==> src/rtl/mii_strap_pkg.sv <==
package mii_strap_pkg;
  localparam int ADDR_W = 5;
  localparam int DATA_W = 16;
  localparam int TXD_W  = 4;
  localparam int ISO_BIT = 10;
  localparam logic [ADDR_W-1:0] REG_CTL = 5'h00;
  localparam logic [ADDR_W-1:0] REG_CFG = 5'h19;
  localparam logic [ADDR_W-1:0] OPEN_STRAP = 5'b00001;

  typedef struct packed {
    logic doSample;
    logic wrAddr;
    logic wrCtl;
  } strobe_t;
endpackage

==> src/rtl/mii_strap_ctrl.sv <==
module mii_strap_ctrl
  import mii_strap_pkg::*;
(
  input  logic              clk,
  input  logic              rstN,
  input  logic              mgmtWr,
  input  logic [ADDR_W-1:0] mgmtAddr,
  input  logic              isolate,
  output strobe_t           stb,
  output logic              sampled,
  output logic              oeShared,
  output logic              oeOther
);
  logic sampledQ;

  always_ff @(posedge clk or negedge rstN) begin
    if (!rstN) sampledQ <= 1'b0;
    else       sampledQ <= 1'b1;
  end

  always_comb begin
    stb          = '0;
    stb.doSample = !sampledQ;
    stb.wrAddr   = sampledQ && mgmtWr && (mgmtAddr == REG_CFG);
    stb.wrCtl    = sampledQ && mgmtWr && (mgmtAddr == REG_CTL);
  end

  assign sampled  = sampledQ;
  assign oeShared = sampledQ && !isolate;
  assign oeOther  = !isolate;
endmodule

==> src/rtl/mii_strap_dp.sv <==
module mii_strap_dp
  import mii_strap_pkg::*;
#(
  parameter logic [ADDR_W-1:0] DEF_ADDR = OPEN_STRAP
)(
  input  logic              clk,
  input  logic              rstN,
  input  strobe_t           stb,
  input  logic [ADDR_W-1:0] strapPins,
  input  logic [DATA_W-1:0] wrData,
  input  logic [ADDR_W-1:0] rdAddr,
  input  logic [TXD_W-1:0]  txdIn,
  input  logic              txEnIn,
  output logic [ADDR_W-1:0] phyAddr,
  output logic              isolate,
  output logic [DATA_W-1:0] rdData,
  output logic [TXD_W-1:0]  txdOut,
  output logic              txEnOut
);
  logic [ADDR_W-1:0] addrQ;
  logic strapIsoQ;
  logic ctlIsoQ;
  logic unusedWrBits;

  assign unusedWrBits = ^wrData;

  always_ff @(posedge clk or negedge rstN) begin
    if (!rstN) begin
      addrQ <= DEF_ADDR;
    end else if (stb.doSample) begin
      addrQ <= strapPins;
    end else if (stb.wrAddr) begin
      addrQ <= wrData[ADDR_W-1:0];
    end
  end

  always_ff @(posedge clk or negedge rstN) begin
    if (!rstN) begin
      strapIsoQ <= 1'b0;
    end else if (stb.doSample) begin
      strapIsoQ <= (strapPins == '0);
    end else if (stb.wrCtl && !wrData[ISO_BIT]) begin
      strapIsoQ <= 1'b0;
    end
  end

  always_ff @(posedge clk or negedge rstN) begin
    if (!rstN)          ctlIsoQ <= 1'b0;
    else if (stb.wrCtl) ctlIsoQ <= wrData[ISO_BIT];
  end

  assign isolate = strapIsoQ || ctlIsoQ;
  assign phyAddr = addrQ;

  always_comb begin
    rdData = '0;
    case (rdAddr)
      REG_CFG: rdData[ADDR_W-1:0] = addrQ;
      REG_CTL: rdData[ISO_BIT]    = isolate;
      default: rdData = '0;
    endcase
  end

  for (genvar i = 0; i < TXD_W; i++) begin : g_txGate
    assign txdOut[i] = txdIn[i] && !isolate;
  end
  assign txEnOut = txEnIn && !isolate;
endmodule

==> src/rtl/mii_strap_isolate.sv <==
module mii_strap_isolate
  import mii_strap_pkg::*;
(
  input  logic              clk,
  input  logic              rstN,
  input  logic [3:0]        rxdPin,
  input  logic              colPin,
  input  logic [TXD_W-1:0]  txdIn,
  input  logic              txEnIn,
  input  logic [ADDR_W-1:0] mgmtAddr,
  input  logic              mgmtWr,
  input  logic [DATA_W-1:0] mgmtWrData,
  output logic [DATA_W-1:0] mgmtRdData,
  output logic [ADDR_W-1:0] phyAddr,
  output logic              isolate,
  output logic [TXD_W-1:0]  txdGated,
  output logic              txEnGated,
  output logic              oeTxClk,
  output logic              oeRxClk,
  output logic              oeRxDv,
  output logic              oeRxEr,
  output logic              oeRxd,
  output logic              oeCol,
  output logic              oeCrs
);
  strobe_t stb;
  logic sampled;
  logic oeShared;
  logic oeOther;

  mii_strap_ctrl u_ctrl (
    .clk      (clk),
    .rstN     (rstN),
    .mgmtWr   (mgmtWr),
    .mgmtAddr (mgmtAddr),
    .isolate  (isolate),
    .stb      (stb),
    .sampled  (sampled),
    .oeShared (oeShared),
    .oeOther  (oeOther)
  );

  mii_strap_dp u_dp (
    .clk       (clk),
    .rstN      (rstN),
    .stb       (stb),
    .strapPins ({colPin, rxdPin}),
    .wrData    (mgmtWrData),
    .rdAddr    (mgmtAddr),
    .txdIn     (txdIn),
    .txEnIn    (txEnIn),
    .phyAddr   (phyAddr),
    .isolate   (isolate),
    .rdData    (mgmtRdData),
    .txdOut    (txdGated),
    .txEnOut   (txEnGated)
  );

  assign oeRxd   = oeShared;
  assign oeCol   = oeShared;
  assign oeTxClk = oeOther;
  assign oeRxClk = oeOther;
  assign oeRxDv  = oeOther;
  assign oeRxEr  = oeOther;
  assign oeCrs   = oeOther;
endmodule

==> config.mk <==
export PLATFORM = sky130hd
export DESIGN_NAME = mii_strap_isolate
export DESIGN_NICKNAME = d
export VERILOG_FILES = /design/src/rtl/mii_strap_pkg.sv /design/src/rtl/mii_strap_ctrl.sv /design/src/rtl/mii_strap_dp.sv /design/src/rtl/mii_strap_isolate.sv
export SDC_FILE = /design/constraint.sdc
export NUM_CORES = 1
export LEC_CHECK = 0
export ABC_AREA = 1
export BUFFER_PORTS_ARGS = -buffer_cell sky130_fd_sc_hd__buf_2
export CORE_AREA = 4 4 48 50
export CTS_BUF_LIST = sky130_fd_sc_hd__clkbuf_4 sky130_fd_sc_hd__clkbuf_8
export CTS_CLUSTER_DIAMETER = 50
export CTS_CLUSTER_SIZE = 20
export DETAILED_ROUTE_END_ITERATION = 8
export DIE_AREA = 0 0 52 54
export PLACE_DENSITY = 0.83
export SYNTH_ARGS = -nofsm -noshare
export SYNTH_HDL_FRONTEND = slang
export SYNTH_HIERARCHICAL = 1
export SYNTH_SLANG_ARGS = --single-unit
export TNS_END_PERCENT = 5
==> constraint.sdc <==
create_clock -name clk -period 1.7 [get_ports clk]
set_input_delay 0.085 -clock clk [delete_from_list [all_inputs] [get_ports clk]]
set_output_delay 0.085 -clock clk [all_outputs]
set_load 0.005 [all_outputs]
==> results of run 1 <==
-- timing repair --
item	CTS	global route
hold endpoints to repair	8	0
endpoints found under the setup margin	0	0
hold buffers	1	0
resized for setup	0	0
-- worst max-delay path by stage --
stage                                             end  depth (start not counted)  slack (ns)
final                                           oeCol                          3        0.36
after global routing                            oeCol                          3        0.22
after CTS                                       oeCol                          3        0.34
after floorplan                                 oeRxd                          4        0.61
after global placement    u_dp/phyAddr[1]$_DFFE_PN0P_                          6        0.61
after detailed placement  u_dp/phyAddr[2]$_DFFE_PN0P_                          6        0.58
-- layer usage --
layer  up-vias  routed length, um
li1        407                  -
met1       294                622
met2        43                774
met3         4                236
met4         0                 25
met5         -                  0
-- state kept, by name (all words and copies together) (netlist names) --
name,flops
u_dp/strapIsoQ,1
u_dp/phyAddr,5
u_dp/ctlIsoQ,1
u_ctrl/sampled,1
-- layout make-up --
class | count | area share, %
inverters | 30 | 12.0
flip-flops and latches | 8 | 21.4
well taps | 27 | 3.60
clock buffers | 4 | 3.20
repair buffers | 48 | 26.1
multi-input cells | 77 | 33.7
-- layout by cell type (no fill, tap or decap), drive strengths merged --
cell         instances
nand3                7
nor2                23
dfstp                1
buf                 47
conb                11
clkbuf               4
dfrtp                7
inv                 30
dlygate4sd3          1
nand2               34
o21a                 1
or2                  1
-- kinds of logic (layout without fill, tap and decap cells) --
| kind of cell | Yosys count | count (layout) | share of synthesized area [%] |
|---|---|---|---|
| other | 2 | 11 | 1.05 |
| flip-flops | 8 | 8 | 28.2 |
| AO/OA/AOI/OAI | 1 | 1 | 1.05 |
| buffers and inverters | 46 | 82 | 32.2 |
| AND/OR/NAND/NOR | 65 | 65 | 37.5 |
-- worst max-delay path: stages, from the launching register on --
cell and delay (ns):
dfrtp_1 0.37, or2_1 0.35, nor2_1 0.16, buf_2 0.13
-- through the flow --
stage / util, % / cells / power [W] / cell area, um^2
finish: 49.4 / 194 / 0.000595 / 940
global route: 49.4 / 194 / 0.000641 / 940
CTS: 49.4 / 194 / 0.000601 / 940
detailed placement: 47.3 / 189 / 0.000430 / 900
global placement: 47.3 / 189 / 0.000427 / 900
floorplan: - / 131 / 0.000371 / 748
-- report_power, final --
part | internal, W | total [W] | leakage (nW) | switching [W]
registers | 0.000212 | 0.000225 | 0.0969 | 0.0000128
logic | 0.0000917 | 0.000201 | 0.530 | 0.000109
clock network | 0.000106 | 0.000169 | 0.0184 | 0.0000637
==> flow_summary.ini, run 1 <==
[timing]
period_needed_ns = 1.34
period_share_pct = 78.9
setup_tns_ns = 0
fmaxAchievable_mhz = 746
setup_viol = 0
holdWs_ns = 0.113
worst_slack_ns = 0.359
finalHoldViolations = 0
clock_skew_ns = 0.000844
drv_slew = 0
rsz0062_at_grt = false

[worst_hold_path]
hold_class = in2reg
holdCritStartpoint = rxdPin[3]
hold_path_end = u_dp/strapIsoQ$_DFFE_PN0P_
min_path_cells = 4

[worst_setup_path]
r2r_end = u_dp/phyAddr[2]$_DFFE_PN0P_
worstSetupEndpointType = output port
rr_worst_depth = 6
cp-startpoint = u_dp/ctlIsoQ$_DFFE_PN0P_
required_ns = 1.62
worstPathArrival_ns = 1.26
crit_fanout = 9
path_class = reg2out
r2r_setup_slack_ns = 0.60
start_kind = flip-flop
r2r-start = u_ctrl/sampled$_DFF_PN0_

[clock_network]
htree_levels = 1
post_cts_buffers = 0
path_clk_slew_ns = 0.05
clk_path_buf_depth = 2
cts-buffers-inserted = 3
clkLatencyLatePin_ns = 0.25
cts_tree = yes
cts_root_buf = clkbuf_4
cts_sinks = 8

[logic_synthesis]
synth-main-ff-cell = dfrtp_1
syn_avg_cell_area_um2 = 5.86
synth.most_common_cell = nand2_1
synth_area_leaders = dfrtp_1, nand2_1, buf_4
ys_types = 14
synth_edf_count = 0
synthArstFlopShare_pct = 100
synth_top_cell_area_share_pct = 24.5
synth_cells = 122
netlist_top_cells_count = nand2_1, inv_1, nor2_1
ys_seq_area_share_pct = 28.2
synth_area_um2 = 714
ys_ff_latch = 8
synth_top_area_cell = dfrtp_1
ys_warn_count = 6

[floorplanning]
initial_core_util_pct = 37.6
design.core.area_mm2 = 0.00190
die_width_um = 52
ios = 68
die_h_um = 54
rows = 16
dieArea_mm2 = 0.00281

[routing]
wl_um = 1660
viasPerCell = 3.86
drtIter0Drc = 8
route.detailed.drc = 0
vias = 748
drt-wirelength-per-cell_um = 8.55
dr.pass1.iters = 5
drtAntennaViolNets = 0

[placement]
hpwl_um = 1430
dp_slack_ns = 0.584
gp_congestion = 0.807
io_buffers = 47

[pwr]
irDropWorstVdd_uv = 378
powerDensity_mw_per_mm2 = 633
p_leak_nw = 0.646

[global_routing]
use_met2_pct = 23.8
grt_usage_pct = 12.5
use_met3_pct = 2.77
grt_pass1_wl_um = 2600
grt_overflow = 0
grt_pass1_vias = 651
grt.met1_usage_pct = 12.5
busiest_layer = met2
grt_max_degree = 10
antenna_found_initial = 0

[run]
maxCapViolCount = 0

[finish]
drive_above_1_share_pct = 34.1
nNetsFinal = 202
num-fill-cells = 214
antennaDiodeCount = 0
area_growth_pct = 31.5
multi_input_area_um2 = 317
seq_area_um2 = 201

[outcome]
status = finished clean
No activity file was read; power rests on OpenSTA's default activity.
==> run 2: changes to the inputs <==
--- a/config.mk
+++ b/config.mk
@@ -5,15 +5,15 @@
 export SDC_FILE = /design/constraint.sdc
 export NUM_CORES = 1
 export LEC_CHECK = 0
-export ABC_AREA = 1
+export ABC_AREA = 0
 export BUFFER_PORTS_ARGS = -buffer_cell sky130_fd_sc_hd__buf_2
-export CORE_AREA = 4 4 48 50
+export CORE_AREA = 4 4 42 62
 export CTS_BUF_LIST = sky130_fd_sc_hd__clkbuf_4 sky130_fd_sc_hd__clkbuf_8
 export CTS_CLUSTER_DIAMETER = 50
 export CTS_CLUSTER_SIZE = 20
 export DETAILED_ROUTE_END_ITERATION = 8
-export DIE_AREA = 0 0 52 54
-export PLACE_DENSITY = 0.83
+export DIE_AREA = 0 0 46 66
+export PLACE_DENSITY = 0.74
 export SYNTH_ARGS = -nofsm -noshare
 export SYNTH_HDL_FRONTEND = slang
 export SYNTH_HIERARCHICAL = 1
==> constraint.sdc (replaced) <==
create_clock -name clk -period 1.1 [get_ports clk]
set_input_delay 0.055 -clock clk [delete_from_list [all_inputs] [get_ports clk]]
set_output_delay 0.055 -clock clk [all_outputs]
set_load 0.005 [all_outputs]
==> flow_summary.ini, run 2 <==
[outcome]
status = finished with violations
violations = negative setup slack

[logic_synthesis]
synth_edf_count = 0
synth_top_family_by_area = simple AND/OR/NAND/NOR gates
ys_ff_latch = 8
syn_avg_cell_area_um2 = 8.85
synthArstFlopShare_pct = 100
ys_seq_area_share_pct = 32.5
synth_area_um2 = 619
ys_types = 24
synth-compound-area-share_pct = 5.45
synth_area_leaders = dfrtp_1, buf_4, mux2i_1
synth.most_common_cell = buf_4
ys_warn_count = 6
netlist_top_cells_count = buf_4, dfrtp_1
synth-simple-area-share_pct = 28.9
synth_top_area_cell = dfrtp_1
yosys.area_share.adder_pct = 0
synthXorXnorAreaFrac_pct = 0
synth_top_cell_area_share_pct = 28.3
synth-main-ff-cell = dfrtp_1
synth_cells = 70
muxShareOfSynthArea_pct = 9.90

[timing]
worst_slack_ns = -0.126
setup_viol = 20
holdWs_ns = 0.0245
period_share_pct = 111
fmaxAchievable_mhz = 816
drv_slew = 0
period_needed_ns = 1.23
clock_skew_ns = 0.00692
rsz0062_at_grt = true
finalHoldViolations = 0

[global_routing]
grt_usage_pct = 10.3
grt_pass1_wl_um = 2270
grt_overflow = 0
antenna_found_initial = 0
grt_max_degree = 14
grt_pass1_vias = 542

[floorplanning]
die_width_um = 46
initial_core_util_pct = 30.2
rows = 20
dieArea_mm2 = 0.00304
ios = 68
design.core.area_mm2 = 0.00205
die_h_um = 66

[worst_setup_path]
crit_fanout = 2
r2r_end = u_dp/ctlIsoQ$_DFFE_PN0P_
r2r-start = u_ctrl/sampled$_DFF_PN0_
r2r_setup_slack_ns = -0.13
start_kind = flip-flop
worstPathArrival_ns = 1.36
path_class = reg2reg
worstSetupEndpointType = flip-flop
rr_worst_depth = 3
required_ns = 1.23

[pwr]
p_switching_w = 0.000240
comb_power_share_pct = 30.4
p_int_w = 0.000616
irDropWorstVdd_uv = 303
seq_power_share_pct = 39.9
p_leak_nw = 0.461
powerDensity_mw_per_mm2 = 932
swShare_pct = 28.0
p_clk_share_pct = 29.7

[worst_hold_path]
min_path_cells = 3
holdCritStartpoint = rxdPin[3]
hold_path_end = u_dp/phyAddr[3]$_DFFE_PN0P_
hold_class = in2reg

[finish]
seq_area_um2 = 201
nNetsFinal = 153
final_cell_mix = buf_2, conb_1, dfrtp_1
multi_input_area_um2 = 365
antennaDiodeCount = 0
final_common_cell = buf_2
drive_above_1_share_pct = 57.6
largest_reg_flops = 5
area_growth_pct = 48.3
final_core_util_pct = 44.8
num-fill-cells = 211

[routing]
drt-wirelength-per-cell_um = 11.6
viasPerCell = 4.46
wl_um = 1620
drtAntennaViolNets = 0
drtIter0Drc = 5
route.detailed.drc = 0
dr.pass1.iters = 4
vias = 624

[clock_network]
htree_levels = 1
clkLatencyLatePin_ns = 0.25
cts_tree = yes
path_clk_slew_ns = 0.06
cts_root_buf = clkbuf_4
clk_path_buf_depth = 2
cts_sinks = 8
cts-buffers-inserted = 3

[placement]
hpwl_um = 1390
gp_congestion = 0.759
io_buffers = 47

[run]
maxCapViolCount = 0
## run 2: stage by stage
| stage | area (um^2) | setup slack [ns] | cells | setup TNS [ns] | total power [W] |
|---|---|---|---|---|---|
| 2_1_floorplan | 656 | -0.00155 | 79 | -0.00155 | 0.000500 |
| 3_3_place_gp | 825 | -0.0609 | 135 | -0.297 | 0.000584 |
| 3_5_place_dp | 825 | -0.153 | 135 | -0.632 | 0.000591 |
| 4_1_cts | 876 | -0.138 | 140 | -1.50 | 0.000865 |
| 5_1_grt | 918 | -0.237 | 140 | -3.51 | 0.000939 |
| 6_report | 918 | -0.126 | 140 | -1.25 | 0.000856 |
## run 2: cell type report
| class | count | area share (%) |
|---|---|---|
| multi-input combinational | 50 | 39.8 |
| timing repair buffer | 52 | 30.4 |
| sequential | 8 | 21.9 |
| clock buffer | 4 | 3.27 |
| tap | 22 | 3.00 |
| inverter | 4 | 1.63 |
## run 2: cell families (layout without fill, tap and decap cells)
logic type | after synthesis | in the layout
and+or+nand+nor | 27 | 27
buffers and inverters | 21 | 60
DFF | 8 | 8
AOI/OAI and AO/OA | 6 | 6
muxes | 6 | 6
other | 2 | 11
## run 2: worst max path at each step
stage | start | endpoint | slack [ns] | cells after the start
after detailed placement | u_ctrl/sampled$_DFF_PN0_ | u_dp/phyAddr[4]$_DFFE_PN0P_ | -0.15 | 5
final | u_ctrl/sampled$_DFF_PN0_ | u_dp/ctlIsoQ$_DFFE_PN0P_ | -0.13 | 3
after global routing | u_ctrl/sampled$_DFF_PN0_ | u_dp/phyAddr[4]$_DFFE_PN0P_ | -0.24 | 5
after CTS | u_ctrl/sampled$_DFF_PN0_ | u_dp/phyAddr[4]$_DFFE_PN0P_ | -0.14 | 5
after floorplan | u_ctrl/sampled$_DFF_PN0_ | u_dp/ctlIsoQ$_DFFE_PN0P_ | -0.002 | 3
after global placement | u_ctrl/sampled$_DFF_PN0_ | u_dp/phyAddr[1]$_DFFE_PN0P_ | -0.06 | 5
## run 2: timing repair
action | CTS | global route
pin swaps | 6 | 3
gates resized for setup | 4 | 8
buffers inserted | 0 | 0
endpoints found under the setup margin | 21 | 26
cloned | 0 | 0
hold buffers | 1 | 0
hold endpoints to repair | 8 | 0
## run 2: power groups by stage
stage	clock (W)	combinational, W	sequential (W)
after floorplan	0	0.000159	0.000342
after global placement	0	0.000242	0.000342
after detailed placement	0	0.000247	0.000344
after CTS	0.000268	0.000256	0.000341
after global routing	0.000301	0.000294	0.000344
final	0.000254	0.000260	0.000342
## run 2: per-layer routing
layer	vias up	track usage, %	wire (um)
met5	-	0	0
met4	0	4.27	8
met3	2	1.91	229
met2	36	18.1	863
met1	278	11.4	523
li1	308	-	-
## run 2: critical path, cell delays in order (launching register included)
cell       delay (ns)
dfrtp_1          0.34
nand4bb_1        0.17
nor4_2           0.23
mux2_2           0.37
==> run 3: changes to the inputs <==
--- a/config.mk
+++ b/config.mk
@@ -6,14 +6,13 @@
 export NUM_CORES = 1
 export LEC_CHECK = 0
 export ABC_AREA = 0
-export BUFFER_PORTS_ARGS = -buffer_cell sky130_fd_sc_hd__buf_2
-export CORE_AREA = 4 4 42 62
+export CORE_AREA = 2 2 42 44
 export CTS_BUF_LIST = sky130_fd_sc_hd__clkbuf_4 sky130_fd_sc_hd__clkbuf_8
 export CTS_CLUSTER_DIAMETER = 50
 export CTS_CLUSTER_SIZE = 20
 export DETAILED_ROUTE_END_ITERATION = 8
-export DIE_AREA = 0 0 46 66
-export PLACE_DENSITY = 0.74
+export DIE_AREA = 0 0 44 46
+export DONT_BUFFER_PORTS = 1
 export SYNTH_ARGS = -nofsm -noshare
 export SYNTH_HDL_FRONTEND = slang
 export SYNTH_HIERARCHICAL = 1
==> flow_summary.ini, run 3 (same netlist as run 2, synthesis figures left out) <==
[routing]
wl_met1_um = 550
route.met3.wl_um = 121
drt-wirelength-per-cell_um = 17.4
vias = 526
top_layer = met4
dr_wl_met2_um = 911
route.detailed.drc = 0
viasPerCell = 5.60
wl_um = 1640
dr.pass1.iters = 4
drtIter0Drc = 3
drtAntennaViolNets = 0

[pwr]
p_leak_nw = 0.298
powerDensity_mw_per_mm2 = 1060
irDropWorstVdd_uv = 499

[worst_setup_path]
worstPathCellList = nand4bb_1 > nor2_2 > buf_6 > mux2i_1 > o21ai_1
slowest_delay_ns = 0.34
critical_path_buf_inv_count = 1
crit_family = simple AND/OR/NAND/NOR gates
worstPathArrival_ns = 1.36
required_ns = 1.23
path_class = reg2reg
crit_fanout = 4
worstSetupEndpointType = flip-flop
start_kind = flip-flop
cpMaxStageDelayCell = dfrtp_1

[global_routing]
grt_overflow = 0
antenna_found_initial = 0
grt_pass1_wl_um = 2290
grt_usage_pct = 16.4
grt_max_degree = 14
grt_pass1_vias = 503

[timing]
worst_slack_ns = -0.139
rsz0062_at_grt = true
finalHoldViolations = 1
holdWs_ns = -0.00316
setup_viol = 13
period_needed_ns = 1.24
period_share_pct = 113
fmaxAchievable_mhz = 807
clock_skew_ns = 0.00138
drv_slew = 0

[finish]
final_cell_mix = conb_1, dlygate4sd3_1, dfrtp_1
final_common_cell = conb_1
area_growth_pct = 21.2
largest_reg_flops = 5
drive_above_1_share_pct = 29.9
num-fill-cells = 152
instances_no_fill = 94
nNetsFinal = 112
final_area_um2 = 751
antennaDiodeCount = 0

[clock_network]
cts-buffers-inserted = 3
cts_tree = yes
htree_levels = 1
post_cts_buffers = 0
clk_path_buf_depth = 2
cts_sinks = 8
cts_root_buf = clkbuf_4
path_clk_slew_ns = 0.05
clkLatencyLatePin_ns = 0.26

[outcome]
status = finished with violations
violations = negative hold slack, negative setup slack

[placement]
dpl.cell_count = 82
io_buffers = 0
hpwl_um = 1110
gp_congestion = 0.795
place_area_um2 = 576

[floorplanning]
die_width_um = 44
die_h_um = 46
dieArea_mm2 = 0.00202
initial_core_util_pct = 38.4
ios = 68
rows = 15
design.core.area_mm2 = 0.00161

[run]
maxCapViolCount = 0

[worst_hold_path]
hold_class = in2reg
## run 3: cell count changes in the layout (fill, tap and decap cells not counted)
cell,change
buf_6,+1
buf_2,-47
dlygate4sd3_1,+7
inv_1,-1
buf_4,-2
o21ai_0,-1
inv_4,+1
o21ai_1,+1
and2_4,+2
and2_1,-2
## run 3: stage by stage
step / hold slack [ns] / setup slack (ns) / utilization [%] / TNS (ns) / power (W)
after CTS: 0.00337 / -0.0999 / 42.9 / -0.848 / 0.000770
after floorplan: -0.241 / -0.00155 / - / -0.00155 / 0.000500
after detailed placement: -0.240 / -0.122 / 35.7 / -0.540 / 0.000470
final: -0.00316 / -0.139 / 46.5 / -0.940 / 0.000794
after global placement: -0.240 / -0.0734 / 35.7 / -0.298 / 0.000467
after global routing: 0.0115 / -0.241 / 46.5 / -1.92 / 0.000839
## run 3: final cells by class
type	count	area [um^2]	area share, %
flip-flops and latches	8	201	26.8
inverters	4	17.5	2.33
repair buffers	11	110	14.7
well taps	17	21.3	2.83
multi-input cells	50	370	49.3
clock buffers	4	30.0	4.00
## run 3: power by group
group	leakage [nW]	internal [W]	switching (W)
logic	0.181	0.0000866	0.0000948
clock network	0.0184	0.000164	0.000102
registers	0.0980	0.000322	0.0000250
total	0.298	0.000572	0.000222
## run 3: path summary, 6_finish.rpt
path / cells past startpoint / end / slack, ns / start
max: 5 / u_dp/phyAddr[2]$_DFFE_PN0P_ / -0.14 / u_ctrl/sampled$_DFF_PN0_
min: 2 / u_dp/phyAddr[4]$_DFFE_PN0P_ / -0.003 / mgmtWrData[4]
max reg2reg: 5 / u_dp/phyAddr[2]$_DFFE_PN0P_ / -0.14 / u_ctrl/sampled$_DFF_PN0_
min reg2reg: 1 / u_dp/ctlIsoQ$_DFFE_PN0P_ / 0.57 / u_dp/ctlIsoQ$_DFFE_PN0P_
max in group asynchronous: 1 / u_dp/phyAddr[0]$_DFFE_PN1P_ / 0.64 / rstN
min in group asynchronous: 1 / u_dp/ctlIsoQ$_DFFE_PN0P_ / 0.15 / rstN
## run 3: metal layers
| layer | vias up | global-route usage, % |
|---|---|---|
| li1 | 230 | - |
| met5 | - | 0 |
| met4 | 0 | 14.5 |
| met3 | 6 | 1.98 |
| met2 | 27 | 27.1 |
| met1 | 263 | 18.7 |
## run 3: what timing repair did
| action | 4_1_cts | 5_1_grt |
|---|---|---|
| pin swaps | 2 | 4 |
| gates cloned | 0 | 0 |
| endpoints found under the hold margin | 14 | 0 |
| resized for setup | 3 | 15 |
| hold buffers | 8 | 0 |
| setup endpoints to repair | 19 | 23 |
## run 3: worst register-to-register path, cell delays in order (launching register included)
cell and delay, ns:
dfrtp_1 0.34, nand4bb_1 0.18, nor2_2 0.18, buf_6 0.14
mux2i_1 0.20, o21ai_1 0.08
